File: src/rtl/txbk_pkg.sv
package txbk_pkg;

    typedef enum logic [2:0] {
        BK_IDLE,
        BK_ATTEMPT,
        BK_WAIT,
        BK_LAUNCH,
        BK_TXING,
        BK_RECOVER,
        BK_FINISH
    } bk_state_e;

    localparam logic [15:0] CODE_DONE     = 16'h0100;
    localparam logic [15:0] CODE_LOAD_OVF = 16'h0300;

endpackage

File: src/rtl/txbk_lcg.sv
module txbk_lcg #(
    parameter int W      = 16,
    parameter int OUT_W  = 8,
    parameter int MUL    = 2053,
    parameter int ADD    = 13849
) (
    input  logic             clk,
    input  logic             rst_n,
    input  logic             step,
    output logic [OUT_W-1:0] rand_hi
);
    localparam logic [W-1:0] MUL_W = W'(MUL);
    localparam logic [W-1:0] ADD_W = W'(ADD);

    logic [W-1:0] cur_q;
    logic [W-1:0] nxt;

    // next value is visible in the stepping cycle
    assign nxt     = cur_q * MUL_W + ADD_W;
    assign rand_hi = nxt[W-1 -: OUT_W];

    always_ff @(posedge clk) begin
        if (!rst_n)    cur_q <= '0;
        else if (step) cur_q <= nxt;
    end

    // generator only moves on an attempt
    p_rng_hold_r4: assert property (@(posedge clk) disable iff (!rst_n)
        !step |=> $stable(cur_q));

endmodule

File: src/rtl/txbk_timebase.sv
module txbk_timebase #(
    parameter int TS_W = 16
) (
    input  logic            clk,
    input  logic            rst_n,
    input  logic            tick,
    input  logic            capture,
    output logic [TS_W-1:0] elapsed
);
    logic            phase_q;
    logic [TS_W-1:0] ts_q;
    logic [TS_W-1:0] end_q;

    always_ff @(posedge clk) begin
        if (!rst_n) begin
            phase_q <= 1'b0;
            ts_q    <= '0;
        end else if (tick) begin
            phase_q <= ~phase_q;
            if (phase_q) ts_q <= ts_q + 1'b1;
        end
    end

    always_ff @(posedge clk) begin
        if (!rst_n)       end_q <= '0;
        else if (capture) end_q <= ts_q;
    end

    assign elapsed = ts_q - end_q;

    // timestamp moves once per pair of ticks
    p_ts_step_r7: assert property (@(posedge clk) disable iff (!rst_n)
        (tick && phase_q) |=> (ts_q == $past(ts_q) + 1'b1));

    p_ts_still_r7: assert property (@(posedge clk) disable iff (!rst_n)
        !tick |=> $stable(ts_q));

    // captured end time is the pre-advance timestamp
    p_capture_r7: assert property (@(posedge clk) disable iff (!rst_n)
        capture |=> (end_q == $past(ts_q)));

endmodule

File: src/rtl/txbk_countdown.sv
module txbk_countdown #(
    parameter int CNT_W = 17
) (
    input  logic             clk,
    input  logic             rst_n,
    input  logic             load_en,
    input  logic [CNT_W-1:0] load_val,
    input  logic             active,
    input  logic             tick,
    output logic             expire
);
    logic [CNT_W-1:0] cnt_q;

    always_ff @(posedge clk) begin
        if (!rst_n)
            cnt_q <= '0;
        else if (load_en)
            cnt_q <= load_val;
        else if (active && tick && cnt_q != '0)
            cnt_q <= cnt_q - 1'b1;
    end

    assign expire = active && tick && (cnt_q == CNT_W'(1));

    // one tick consumes exactly one count
    p_count_step_r6: assert property (@(posedge clk) disable iff (!rst_n)
        (active && tick && !load_en && cnt_q > CNT_W'(1)) |=>
        (cnt_q == $past(cnt_q) - 1'b1));

    p_count_idle_r6: assert property (@(posedge clk) disable iff (!rst_n)
        (!load_en && !(active && tick)) |=> $stable(cnt_q));

endmodule

File: src/rtl/txbk_sched.sv
module txbk_sched
    import txbk_pkg::*;
#(
    parameter int LOAD_W  = 16,
    parameter int RAND_W  = 8,
    parameter int RNG_W   = 16,
    parameter int TS_W    = 16,
    parameter int STAT_W  = 8,
    parameter int CODE_W  = 16,
    parameter int LCG_MUL = 2053,
    parameter int LCG_ADD = 13849
) (
    input  logic              clk,
    input  logic              rst_n,
    input  logic              tick,
    input  logic              pkt_load,
    input  logic [TS_W-1:0]   min_gap,
    input  logic              tx_done,
    input  logic              tx_abort,
    input  logic              tx_collision,
    input  logic [STAT_W-1:0] tx_status,
    output logic              start,
    output logic              tx_reset,
    output logic              complete,
    output logic [CODE_W-1:0] complete_code,
    output logic              busy
);
    localparam int BASE_W = (TS_W > RAND_W) ? TS_W : RAND_W;
    localparam int CNT_W  = BASE_W + 1;

    bk_state_e state_q, state_d;

    logic [LOAD_W-1:0] load_q;
    logic [CODE_W-1:0] code_q;
    logic [RAND_W-1:0] rand_hi;
    logic [RAND_W-1:0] masked;
    logic [TS_W-1:0]   elapsed;
    logic [TS_W-1:0]   shortfall;
    logic [CNT_W-1:0]  wait_ticks;
    logic              load_ovf;
    logic              go_now;
    logic              expire;
    logic              in_attempt;
    logic              capture;
    logic              finish_tx;
    logic              collide;

    assign in_attempt = (state_q == BK_ATTEMPT);
    assign load_ovf   = load_q[LOAD_W-1];
    assign collide    = (state_q == BK_TXING) && tx_abort && tx_collision;
    assign finish_tx  = (state_q == BK_TXING) && !collide && (tx_abort || tx_done);
    assign capture    = (state_q == BK_TXING) && tx_done && !tx_abort;

    txbk_lcg #(
        .W     (RNG_W),
        .OUT_W (RAND_W),
        .MUL   (LCG_MUL),
        .ADD   (LCG_ADD)
    ) u_lcg (
        .clk     (clk),
        .rst_n   (rst_n),
        .step    (in_attempt),
        .rand_hi (rand_hi)
    );

    txbk_timebase #(
        .TS_W (TS_W)
    ) u_time (
        .clk     (clk),
        .rst_n   (rst_n),
        .tick    (tick),
        .capture (capture),
        .elapsed (elapsed)
    );

    // wait selection: random backoff first, gap rule when it is zero
    always_comb begin
        masked    = rand_hi & load_q[RAND_W-1:0];
        shortfall = (elapsed >= min_gap) ? '0 : (min_gap - elapsed);
        if (masked != '0)
            wait_ticks = CNT_W'({masked, 1'b0});
        else
            wait_ticks = CNT_W'({shortfall, 1'b0});
        go_now = (wait_ticks == '0);
    end

    txbk_countdown #(
        .CNT_W (CNT_W)
    ) u_cnt (
        .clk      (clk),
        .rst_n    (rst_n),
        .load_en  (in_attempt),
        .load_val (wait_ticks),
        .active   (state_q == BK_WAIT),
        .tick     (tick),
        .expire   (expire)
    );

    // state register
    always_ff @(posedge clk) begin
        if (!rst_n) state_q <= BK_IDLE;
        else        state_q <= state_d;
    end

    // transitions
    always_comb begin
        state_d = state_q;
        unique case (state_q)
            BK_IDLE:    if (pkt_load) state_d = BK_ATTEMPT;
            BK_ATTEMPT: begin
                if (load_ovf)    state_d = BK_FINISH;
                else if (go_now) state_d = BK_LAUNCH;
                else             state_d = BK_WAIT;
            end
            BK_WAIT:    if (expire) state_d = BK_LAUNCH;
            BK_LAUNCH:  state_d = BK_TXING;
            BK_TXING: begin
                if (collide)        state_d = BK_RECOVER;
                else if (finish_tx) state_d = BK_FINISH;
            end
            BK_RECOVER: state_d = BK_ATTEMPT;
            BK_FINISH:  state_d = BK_IDLE;
            default:    state_d = BK_IDLE;
        endcase
    end

    // per-packet load and completion code
    always_ff @(posedge clk) begin
        if (!rst_n) begin
            load_q <= '0;
            code_q <= '0;
        end else begin
            if (state_q == BK_IDLE && pkt_load)
                load_q <= '0;
            else if (in_attempt && !load_ovf)
                load_q <= {load_q[LOAD_W-2:0], 1'b1};

            if (in_attempt && load_ovf)
                code_q <= CODE_LOAD_OVF;
            else if (finish_tx)
                code_q <= CODE_DONE | CODE_W'(tx_status);
        end
    end

    // outputs
    always_comb begin
        start         = (state_q == BK_LAUNCH);
        tx_reset      = (state_q == BK_RECOVER);
        complete      = (state_q == BK_FINISH);
        busy          = (state_q != BK_IDLE);
        complete_code = code_q;
    end

    // load grows by doubling plus one
    p_load_grow_r3: assert property (@(posedge clk) disable iff (!rst_n)
        (in_attempt && !load_ovf) |=>
        (load_q == {$past(load_q[LOAD_W-2:0]), 1'b1}));

    // saturated load ends the packet with the overflow code
    p_no_overflow_start_r3: assert property (@(posedge clk) disable iff (!rst_n)
        (in_attempt && load_ovf) |=>
        (complete && !start && complete_code == CODE_LOAD_OVF));

    // start lasts a single cycle
    p_start_pulse_r6: assert property (@(posedge clk) disable iff (!rst_n)
        start |=> !start);

    // a collision reset is followed by a fresh attempt
    p_retry_r8: assert property (@(posedge clk) disable iff (!rst_n)
        tx_reset |=> (in_attempt && !complete));

    // completion inputs have no effect in idle
    p_idle_ignore_r10: assert property (@(posedge clk) disable iff (!rst_n)
        (state_q == BK_IDLE && !pkt_load) |=> !busy);

endmodule

File: config.mk
export PLATFORM = sky130hd
export DESIGN_NAME = txbk_sched
export DESIGN_NICKNAME = d
export VERILOG_FILES = /design/src/rtl/txbk_pkg.sv /design/src/rtl/txbk_lcg.sv /design/src/rtl/txbk_timebase.sv /design/src/rtl/txbk_countdown.sv /design/src/rtl/txbk_sched.sv
export SDC_FILE = /design/constraint.sdc
export NUM_CORES = 1
export LEC_CHECK = 0
export ABC_AREA = 1
export BUFFER_PORTS_ARGS = -buffer_cell sky130_fd_sc_hd__buf_2
export CAP_MARGIN = 20
export CORE_UTILIZATION = 45
export CTS_BUF_LIST = sky130_fd_sc_hd__clkbuf_8
export CTS_CLUSTER_SIZE = 20
export DETAILED_ROUTE_END_ITERATION = 8
export GPL_TIMING_DRIVEN = 1
export PLACE_DENSITY_LB_ADDON = 0.08
export SLEW_MARGIN = 10
export SYNTH_ARGS = -nofsm -noshare
export SYNTH_HDL_FRONTEND = slang
export SYNTH_SLANG_ARGS = --single-unit
File: constraint.sdc
create_clock -name clk -period 4.6 [get_ports clk]
set_input_delay 0.23 -clock clk [delete_from_list [all_inputs] [get_ports clk]]
set_output_delay 0.23 -clock clk [all_outputs]
set_load 0.01 [all_outputs]
==> flow_results.xml, run 1 <==
<?xml version="1.0" encoding="UTF-8"?>
<metrics>
  <group name="run_status">
    <metric name="status" unit="">completed</metric>
  </group>
  <group name="setup_path">
    <metric name="cp_max_fo" unit="">10</metric>
    <metric name="worst_setup_path_end_kind" unit="">register</metric>
    <metric name="critical_path.max_stage_delay" unit="ns">0.43</metric>
    <metric name="crit_path_frequent_cell" unit="">sky130_fd_sc_hd__nand2_1</metric>
    <metric name="criticalPathCategory" unit="">register to register</metric>
    <metric name="slowest_stage" unit="">sky130_fd_sc_hd__dfxtp_1</metric>
    <metric name="critical_path.startpoint_type" unit="">register</metric>
    <metric name="worst-endpoint-required" unit="ns">4.86</metric>
    <metric name="timing.critical_path.arrival" unit="ns">4.42</metric>
  </group>
  <group name="route">
    <metric name="detail_route.iter0.violations" unit="">310</metric>
    <metric name="route.detailed.drc" unit="">0</metric>
    <metric name="detailed_route_wire_length_per_cell" unit="µm">12.8</metric>
    <metric name="post_drt_via_cell_ratio" unit="">4.96</metric>
    <metric name="drt-pass1-iter-count" unit="">4</metric>
    <metric name="drt.antenna.violating_nets" unit="">0</metric>
    <metric name="detailroute.via_count" unit="">6597</metric>
    <metric name="postRouteWirelength" unit="µm">17100</metric>
  </group>
  <group name="clock_tree">
    <metric name="post-cts-setup-buffers" unit="">0</metric>
    <metric name="clk-insertion-delay-late" unit="ns">0.38</metric>
    <metric name="ctsHoldBuffers" unit="">0</metric>
    <metric name="h_tree_depth" unit="">3</metric>
    <metric name="clock_sink_count" unit="">95</metric>
    <metric name="tritoncts_clock_tree" unit="">yes</metric>
    <metric name="clk_path_buf_depth" unit="">2</metric>
    <metric name="cts_made_buffers" unit="">9</metric>
    <metric name="clock-root-buffer" unit="">sky130_fd_sc_hd__clkbuf_8</metric>
    <metric name="cts-resized-gates" unit="">0</metric>
    <metric name="clkTransAtPathRegs" unit="ns">0.10</metric>
  </group>
  <group name="worst_hold_path">
    <metric name="holdCritPathClass" unit="">input port to register</metric>
  </group>
  <group name="timing">
    <metric name="finalHoldViolCount" unit="">0</metric>
    <metric name="final.min_clock_period" unit="ns">4.15</metric>
    <metric name="fin_hold_ws" unit="ns">0.0861</metric>
    <metric name="worst_pin_slew" unit="ns">0.882</metric>
    <metric name="slew-limit-headroom" unit="">0.412</metric>
    <metric name="fin_setup_tns" unit="ns">0</metric>
    <metric name="drv_slew" unit="">0</metric>
    <metric name="rsz0062_at_grt" unit="">false</metric>
    <metric name="setup_viol" unit="">0</metric>
    <metric name="finalCritPeriodShare" unit="">0.903</metric>
    <metric name="achievable_frequency" unit="GHz">0.241</metric>
    <metric name="clock_skew" unit="ns">0.0110</metric>
  </group>
  <group name="layout">
    <metric name="final_nets" unit="">1230</metric>
    <metric name="antenna_cells_inserted" unit="">0</metric>
    <metric name="layout_area_growth_over_synthesis" unit="%">8.84</metric>
    <metric name="layout-drive-gt1-share" unit="">0.0843</metric>
  </group>
  <group name="job">
    <metric name="max-cap-violations" unit="">0</metric>
  </group>
  <group name="place">
    <metric name="buffer_ports.inserted" unit="">44</metric>
    <metric name="detailedPlacementHpwl" unit="µm">13500</metric>
    <metric name="gp_routability_congestion" unit="">0.848</metric>
  </group>
  <group name="floorplan">
    <metric name="die_height" unit="µm">129</metric>
    <metric name="die-area" unit="µm²">16600</metric>
    <metric name="std_cell_rows" unit="">46</metric>
    <metric name="number_of_primary_i_o_pins" unit="">51</metric>
    <metric name="core_area" unit="µm²">15800</metric>
    <metric name="die_w" unit="µm">129</metric>
    <metric name="starting_density_of_the_core" unit="">0.458</metric>
  </group>
  <group name="synthesis">
    <metric name="asyncSetResetFlopFracSynth" unit="">0</metric>
    <metric name="synth_area_per_cell" unit="µm²">6.80</metric>
    <metric name="yosys.area.top_type_share" unit="">0.262</metric>
    <metric name="yosys_register_bits" unit="">95</metric>
    <metric name="synth.distinct_cells" unit="">49</metric>
    <metric name="synth.yosys.seq_area_share" unit="">0.262</metric>
    <metric name="post-synth-top-area-cell" unit="">sky130_fd_sc_hd__dfxtp_1</metric>
    <metric name="post_synth_design_cell_area" unit="µm²">7260</metric>
    <metric name="netlist_instances" unit="">1067</metric>
    <metric name="ys_dominant_reg_cell" unit="">sky130_fd_sc_hd__dfxtp_1</metric>
    <metric name="ys_warn_count" unit="">0</metric>
    <metric name="post_synth_main_area_contributors" unit="">sky130_fd_sc_hd__dfxtp_1 (26%), sky130_fd_sc_hd__ha_1 (14%), sky130_fd_sc_hd__nand2_1 (10%)</metric>
    <metric name="synth_enable_flop_cells" unit="">0</metric>
  </group>
  <group name="grt">
    <metric name="antenna_found_initial" unit="">0</metric>
    <metric name="first_global_vias" unit="">6056</metric>
    <metric name="grt-ovfl-total" unit="">0</metric>
    <metric name="first_pass_grt_wire_length" unit="µm">28800</metric>
    <metric name="grt_max_degree" unit="">50</metric>
    <metric name="grt_usage" unit="">0.218</metric>
  </group>
  <group name="power">
    <metric name="power-per-cell-area" unit="nW/µm²">629</metric>
    <metric name="p_leak" unit="nW">3.93</metric>
    <metric name="ir_worst_vdd" unit="mV">0.276</metric>
  </group>
</metrics>
==> power breakdown <==
part / total (W) / switching [W] / internal (W)
clock: 0.000501 / 0.000308 / 0.000193
combinational: 0.00331 / 0.00212 / 0.00120
sequential: 0.00115 / 0.000155 / 0.000998
==> synth_stat cells (3+ instances only) <==
| cell | count |
|---|---|
| sky130_fd_sc_hd__nand3_1 | 66 |
| sky130_fd_sc_hd__clkbuf_1 | 16 |
| sky130_fd_sc_hd__xor2_1 | 21 |
| sky130_fd_sc_hd__o21bai_1 | 3 |
| sky130_fd_sc_hd__o21ai_0 | 80 |
| sky130_fd_sc_hd__nand2_2 | 5 |
| sky130_fd_sc_hd__nand4_1 | 10 |
| sky130_fd_sc_hd__nor3_1 | 24 |
| sky130_fd_sc_hd__inv_1 | 156 |
| sky130_fd_sc_hd__nand2_1 | 196 |
| sky130_fd_sc_hd__nor2_1 | 125 |
| sky130_fd_sc_hd__dfxtp_1 | 95 |
| sky130_fd_sc_hd__nand3_2 | 5 |
| sky130_fd_sc_hd__o2111ai_1 | 3 |
| sky130_fd_sc_hd__fa_1 | 9 |
| sky130_fd_sc_hd__a21oi_1 | 96 |
| sky130_fd_sc_hd__buf_4 | 7 |
| sky130_fd_sc_hd__a21o_1 | 6 |
| sky130_fd_sc_hd__ha_1 | 80 |
| sky130_fd_sc_hd__xnor2_1 | 19 |
| sky130_fd_sc_hd__nor2_2 | 4 |
| sky130_fd_sc_hd__nor3b_1 | 4 |
==> placed cells by master, fill, tap and decap left out, types with 4 or more instances in the layout <==
cell	synthesis	final
sky130_fd_sc_hd__a21o_1	6	6
sky130_fd_sc_hd__a21oi_1	96	95
sky130_fd_sc_hd__buf_2	0	44
sky130_fd_sc_hd__buf_4	7	7
sky130_fd_sc_hd__clkbuf_8	0	9
sky130_fd_sc_hd__conb_1	1	6
sky130_fd_sc_hd__dfxtp_1	95	95
sky130_fd_sc_hd__fa_1	9	9
sky130_fd_sc_hd__ha_1	80	80
sky130_fd_sc_hd__inv_1	156	158
sky130_fd_sc_hd__nand2_1	196	195
sky130_fd_sc_hd__nand2_2	5	5
sky130_fd_sc_hd__nand3_1	66	66
sky130_fd_sc_hd__nand3_2	5	5
sky130_fd_sc_hd__nand4_1	10	10
sky130_fd_sc_hd__nor2_1	125	124
sky130_fd_sc_hd__nor2_2	4	5
sky130_fd_sc_hd__nor3_1	24	23
sky130_fd_sc_hd__nor3b_1	4	4
sky130_fd_sc_hd__o21ai_0	80	78
sky130_fd_sc_hd__o21ai_1	2	4
sky130_fd_sc_hd__xnor2_1	19	19
sky130_fd_sc_hd__xor2_1	21	21
==> state kept, by name, indices dropped and copies added, names as in the netlist <==
register,cells
complete_code,10
u_time.end_q,16
u_cnt.cnt_q,17
state_q,3
u_time.phase_q,1
u_time.ts_q,16
u_lcg.cur_q,16
load_q,16
==> path summary, 6_finish.rpt <==
kind,from,endpoint,slack (ns),depth (start not counted)
worst min-delay path,tx_status[4],complete_code[4],0.09,3
worst min register to register,complete_code[4],complete_code[4],0.47,2
worst max register to register,u_lcg.cur_q[2],state_q[0],0.45,29
worst max-delay path,u_lcg.cur_q[2],state_q[0],0.45,29
==> per-stage QoR <==
step	area [µm²]	cells	total power, W	worst slack, ns	util
2_1_floorplan	7280	1072	0.00373	0.828	-
3_3_place_gp	7710	1315	0.00443	0.313	0.487
3_5_place_dp	7710	1315	0.00444	0.176	0.487
4_1_cts	7870	1331	0.00497	0.132	0.497
5_1_grt	7900	1331	0.00553	0.00831	0.499
6_report	7900	1331	0.00496	0.445	0.499
==> cell type report <==
cell class	instances	area (µm²)
Clock buffer	9	124
Clock inverter	7	42.5
Fill cell	1646	7930
Inverter	159	597
Multi-Input combinational cell	794	4690
Sequential cell	95	1900
Tap cell	216	270
Timing Repair Buffer	51	273
==> worst max-delay path, delay by kind of cell (launching register included) <==
kind,cells,cell delay (ns)
xor gates and xnor gates,1,0.19
AOI/OAI and AO/OA,2,0.38
buffers and inverters,5,0.31
adders and majority gates,5,1.37
and+or+nand+nor,16,1.37
DFF,1,0.43
==> metal layers <==
metal	GRT usage	vias up	wire, µm
li1	-	3575	-
met5	0	-	0
met4	0.0526	0	198
met1	0.321	2929	9240
met2	0.332	76	7190
met3	0.0333	17	478
==> cells by family (layout without fill, tap and decap cells) <==
| group | Yosys count | after routing | synth area share |
|---|---|---|---|
| flip-flops | 95 | 95 | 0.262 |
| AND/OR/NAND/NOR | 451 | 451 | 0.273 |
| adder cells (fa/ha/maj) | 89 | 89 | 0.163 |
| XOR/XNOR | 40 | 40 | 0.0483 |
| buffers and inverters | 183 | 226 | 0.0983 |
| AO/OA/AOI/OAI | 208 | 208 | 0.156 |
| other | 1 | 6 | 0.000517 |
Note: power is estimated with default switching activity, not from simulation.
==> run 2, diff against run 1 <==
--- a/config.mk
+++ b/config.mk
@@ -7,13 +7,13 @@
 export LEC_CHECK = 0
 export ABC_AREA = 1
 export BUFFER_PORTS_ARGS = -buffer_cell sky130_fd_sc_hd__buf_2
-export CAP_MARGIN = 20
 export CORE_UTILIZATION = 45
 export CTS_BUF_LIST = sky130_fd_sc_hd__clkbuf_8
 export CTS_CLUSTER_SIZE = 20
 export DETAILED_ROUTE_END_ITERATION = 8
 export GPL_TIMING_DRIVEN = 1
 export PLACE_DENSITY_LB_ADDON = 0.08
+export REMOVE_ABC_BUFFERS = 1
 export SLEW_MARGIN = 10
 export SYNTH_ARGS = -nofsm -noshare
 export SYNTH_HDL_FRONTEND = slang
==> flow_results.xml, run 2 (same netlist as run 1, synthesis figures left out) <==
<?xml version="1.0" encoding="UTF-8"?>
<metrics>
  <group name="timing">
    <metric name="final.min_clock_period" unit="ns">4.21</metric>
    <metric name="finalCritPeriodShare" unit="">0.914</metric>
    <metric name="worst_pin_slew" unit="ns">0.944</metric>
    <metric name="finalHoldViolCount" unit="">0</metric>
    <metric name="drv_slew" unit="">0</metric>
    <metric name="clock_skew" unit="ns">0.0108</metric>
    <metric name="achievable_frequency" unit="GHz">0.238</metric>
    <metric name="fin_setup_tns" unit="ns">0</metric>
    <metric name="rsz0062_at_grt" unit="">false</metric>
    <metric name="setup_viol" unit="">0</metric>
    <metric name="slew-limit-headroom" unit="">0.368</metric>
  </group>
  <group name="grt">
    <metric name="first_pass_grt_wire_length" unit="µm">29400</metric>
    <metric name="grt-ovfl-total" unit="">0</metric>
    <metric name="first_global_vias" unit="">6256</metric>
    <metric name="antenna_found_initial" unit="">0</metric>
    <metric name="grt_usage" unit="">0.224</metric>
    <metric name="grt_max_degree" unit="">49</metric>
  </group>
  <group name="clock_tree">
    <metric name="h_tree_depth" unit="">3</metric>
    <metric name="clk_path_buf_depth" unit="">2</metric>
    <metric name="clock_sink_count" unit="">95</metric>
    <metric name="clk-insertion-delay-late" unit="ns">0.38</metric>
    <metric name="clock-root-buffer" unit="">sky130_fd_sc_hd__clkbuf_8</metric>
    <metric name="cts_made_buffers" unit="">9</metric>
    <metric name="ctsHoldBuffers" unit="">0</metric>
    <metric name="cts-resized-gates" unit="">0</metric>
    <metric name="tritoncts_clock_tree" unit="">yes</metric>
    <metric name="post-cts-setup-buffers" unit="">0</metric>
    <metric name="clkTransAtPathRegs" unit="ns">0.10</metric>
  </group>
  <group name="layout">
    <metric name="mostFrequentLayoutCell" unit="">sky130_fd_sc_hd__nand2_1</metric>
    <metric name="final_nets" unit="">1234</metric>
    <metric name="nFillCells" unit="">1623</metric>
    <metric name="final_cell_mix" unit="">sky130_fd_sc_hd__nand2_1 (196), sky130_fd_sc_hd__inv_1 (156), sky130_fd_sc_hd__nor2_1 (125), sky130_fd_sc_hd__a21oi_1 (96), sky130_fd_sc_hd__dfxtp_1 (94)</metric>
    <metric name="layout-drive-gt1-share" unit="">0.0876</metric>
    <metric name="largest_reg_flops" unit="">17</metric>
    <metric name="antenna_cells_inserted" unit="">0</metric>
    <metric name="postLayoutCoreUtil" unit="">0.503</metric>
    <metric name="top_register" unit="">u_cnt.cnt_q</metric>
    <metric name="layout_area_growth_over_synthesis" unit="%">9.72</metric>
  </group>
  <group name="route">
    <metric name="post_drt_via_cell_ratio" unit="">5.00</metric>
    <metric name="drt.antenna.violating_nets" unit="">0</metric>
    <metric name="detail_route.iter0.violations" unit="">364</metric>
    <metric name="drt-pass1-iter-count" unit="">5</metric>
    <metric name="detailroute.via_count" unit="">6681</metric>
    <metric name="detailed_route_wire_length_per_cell" unit="µm">13.2</metric>
    <metric name="route.detailed.drc" unit="">0</metric>
    <metric name="postRouteWirelength" unit="µm">17600</metric>
  </group>
  <group name="job">
    <metric name="max-cap-violations" unit="">0</metric>
  </group>
  <group name="floorplan">
    <metric name="number_of_primary_i_o_pins" unit="">51</metric>
    <metric name="die_height" unit="µm">129</metric>
    <metric name="die_w" unit="µm">129</metric>
    <metric name="core_area" unit="µm²">15800</metric>
    <metric name="std_cell_rows" unit="">46</metric>
    <metric name="die-area" unit="µm²">16600</metric>
    <metric name="starting_density_of_the_core" unit="">0.458</metric>
  </group>
  <group name="setup_path">
    <metric name="criticalPathCategory" unit="">register to register</metric>
    <metric name="worst_setup_path_end_kind" unit="">register</metric>
    <metric name="worst-endpoint-required" unit="ns">4.89</metric>
    <metric name="critical_path.startpoint_type" unit="">register</metric>
    <metric name="timing.critical_path.arrival" unit="ns">4.49</metric>
    <metric name="cp_max_fo" unit="">10</metric>
  </group>
  <group name="power">
    <metric name="power" unit="W">0.00507</metric>
    <metric name="power-per-cell-area" unit="nW/µm²">637</metric>
    <metric name="ir_worst_vdd" unit="mV">0.247</metric>
    <metric name="p_leak" unit="nW">3.97</metric>
  </group>
  <group name="place">
    <metric name="buffer_ports.inserted" unit="">44</metric>
    <metric name="gp_routability_congestion" unit="">0.874</metric>
    <metric name="detailedPlacementHpwl" unit="µm">13900</metric>
  </group>
  <group name="worst_hold_path">
    <metric name="holdCritPathClass" unit="">input port to register</metric>
  </group>
  <group name="run_status">
    <metric name="status" unit="">completed</metric>
  </group>
</metrics>
-- run 2: changes by cell type in the layout (fill, tap and decap cells not counted), moves of 2 or more --
| cell | previous run | this run |
|---|---|---|
| sky130_fd_sc_hd__buf_4 | 7 | 11 |
| sky130_fd_sc_hd__clkinv_2 | 2 | 0 |
| sky130_fd_sc_hd__inv_1 | 158 | 156 |
| sky130_fd_sc_hd__inv_6 | 0 | 2 |
-- run 2: routing by layer --
metal | vias to the layer above | GRT usage | wire length, µm
met1 | 2988 | 0.311 | 9090
met2 | 99 | 0.352 | 7630
met5 | - | 0 | 0
met3 | 20 | 0.0403 | 630
met4 | 0 | 0.0657 | 234
li1 | 3574 | - | -
-- run 2: final cells by class --
type	count	area, µm²	share of cell area
Clock buffer	10	138	0.0173
Multi-Input combinational cell	794	4680	0.587
Inverter	159	597	0.0750
Timing Repair Buffer	55	303	0.0380
Tap cell	216	270	0.0339
Clock inverter	6	75.1	0.00943
Sequential cell	95	1900	0.239
-- run 2: metrics by stage --
step | worst slack (ns) | cells | hold WS, ns | area, µm²
6_report | 0.394 | 1335 | 0.0807 | 7960
5_1_grt | 0.0109 | 1335 | 0.0834 | 7960
4_1_cts | 0.334 | 1335 | 0.0603 | 7950
3_5_place_dp | 0.360 | 1319 | 0.453 | 7740
3_3_place_gp | 0.386 | 1319 | 0.452 | 7740
2_1_floorplan | 0.723 | 1048 | 0.328 | 7160
-- run 2: worst paths after layout --
path,start,to,slack [ns],cells past startpoint
min reg2reg,u_time.end_q[3],u_time.end_q[3],0.47,2
max reg2reg,u_lcg.cur_q[8],state_q[0],0.39,25
max,u_lcg.cur_q[8],state_q[0],0.39,25
min,tx_status[4],complete_code[4],0.08,3
-- run 2: critical path, stage by stage (launching register included) --
cell                      delay, ns
sky130_fd_sc_hd__dfxtp_1       0.42
sky130_fd_sc_hd__ha_1          0.22
sky130_fd_sc_hd__fa_1          0.45
sky130_fd_sc_hd__ha_1          0.30
sky130_fd_sc_hd__inv_1         0.06
sky130_fd_sc_hd__fa_1          0.50
sky130_fd_sc_hd__inv_1         0.04
sky130_fd_sc_hd__ha_1          0.37
sky130_fd_sc_hd__nand2_1       0.16
sky130_fd_sc_hd__nor2_1        0.05
sky130_fd_sc_hd__nor2_1        0.16
sky130_fd_sc_hd__nand4_1       0.19
sky130_fd_sc_hd__nand3_1       0.18
sky130_fd_sc_hd__nand2_2       0.11
sky130_fd_sc_hd__nor2_8        0.16
sky130_fd_sc_hd__nand3_4       0.12
sky130_fd_sc_hd__nor2_8        0.16
sky130_fd_sc_hd__nand2_2       0.05
sky130_fd_sc_hd__nand2_1       0.08
sky130_fd_sc_hd__inv_1         0.04
sky130_fd_sc_hd__nand2_1       0.05
sky130_fd_sc_hd__nor2_1        0.03
sky130_fd_sc_hd__nand2_1       0.06
sky130_fd_sc_hd__nand2_1       0.05
sky130_fd_sc_hd__nand2_1       0.06
sky130_fd_sc_hd__nor2_1        0.03
-- run 2: power by group --
group          internal, W  switching (W)  leakage (nW)
Sequential        0.000998       0.000154         0.772
Combinational      0.00120        0.00211          3.09
Clock             0.000275       0.000337         0.105
Total              0.00247        0.00260          3.97
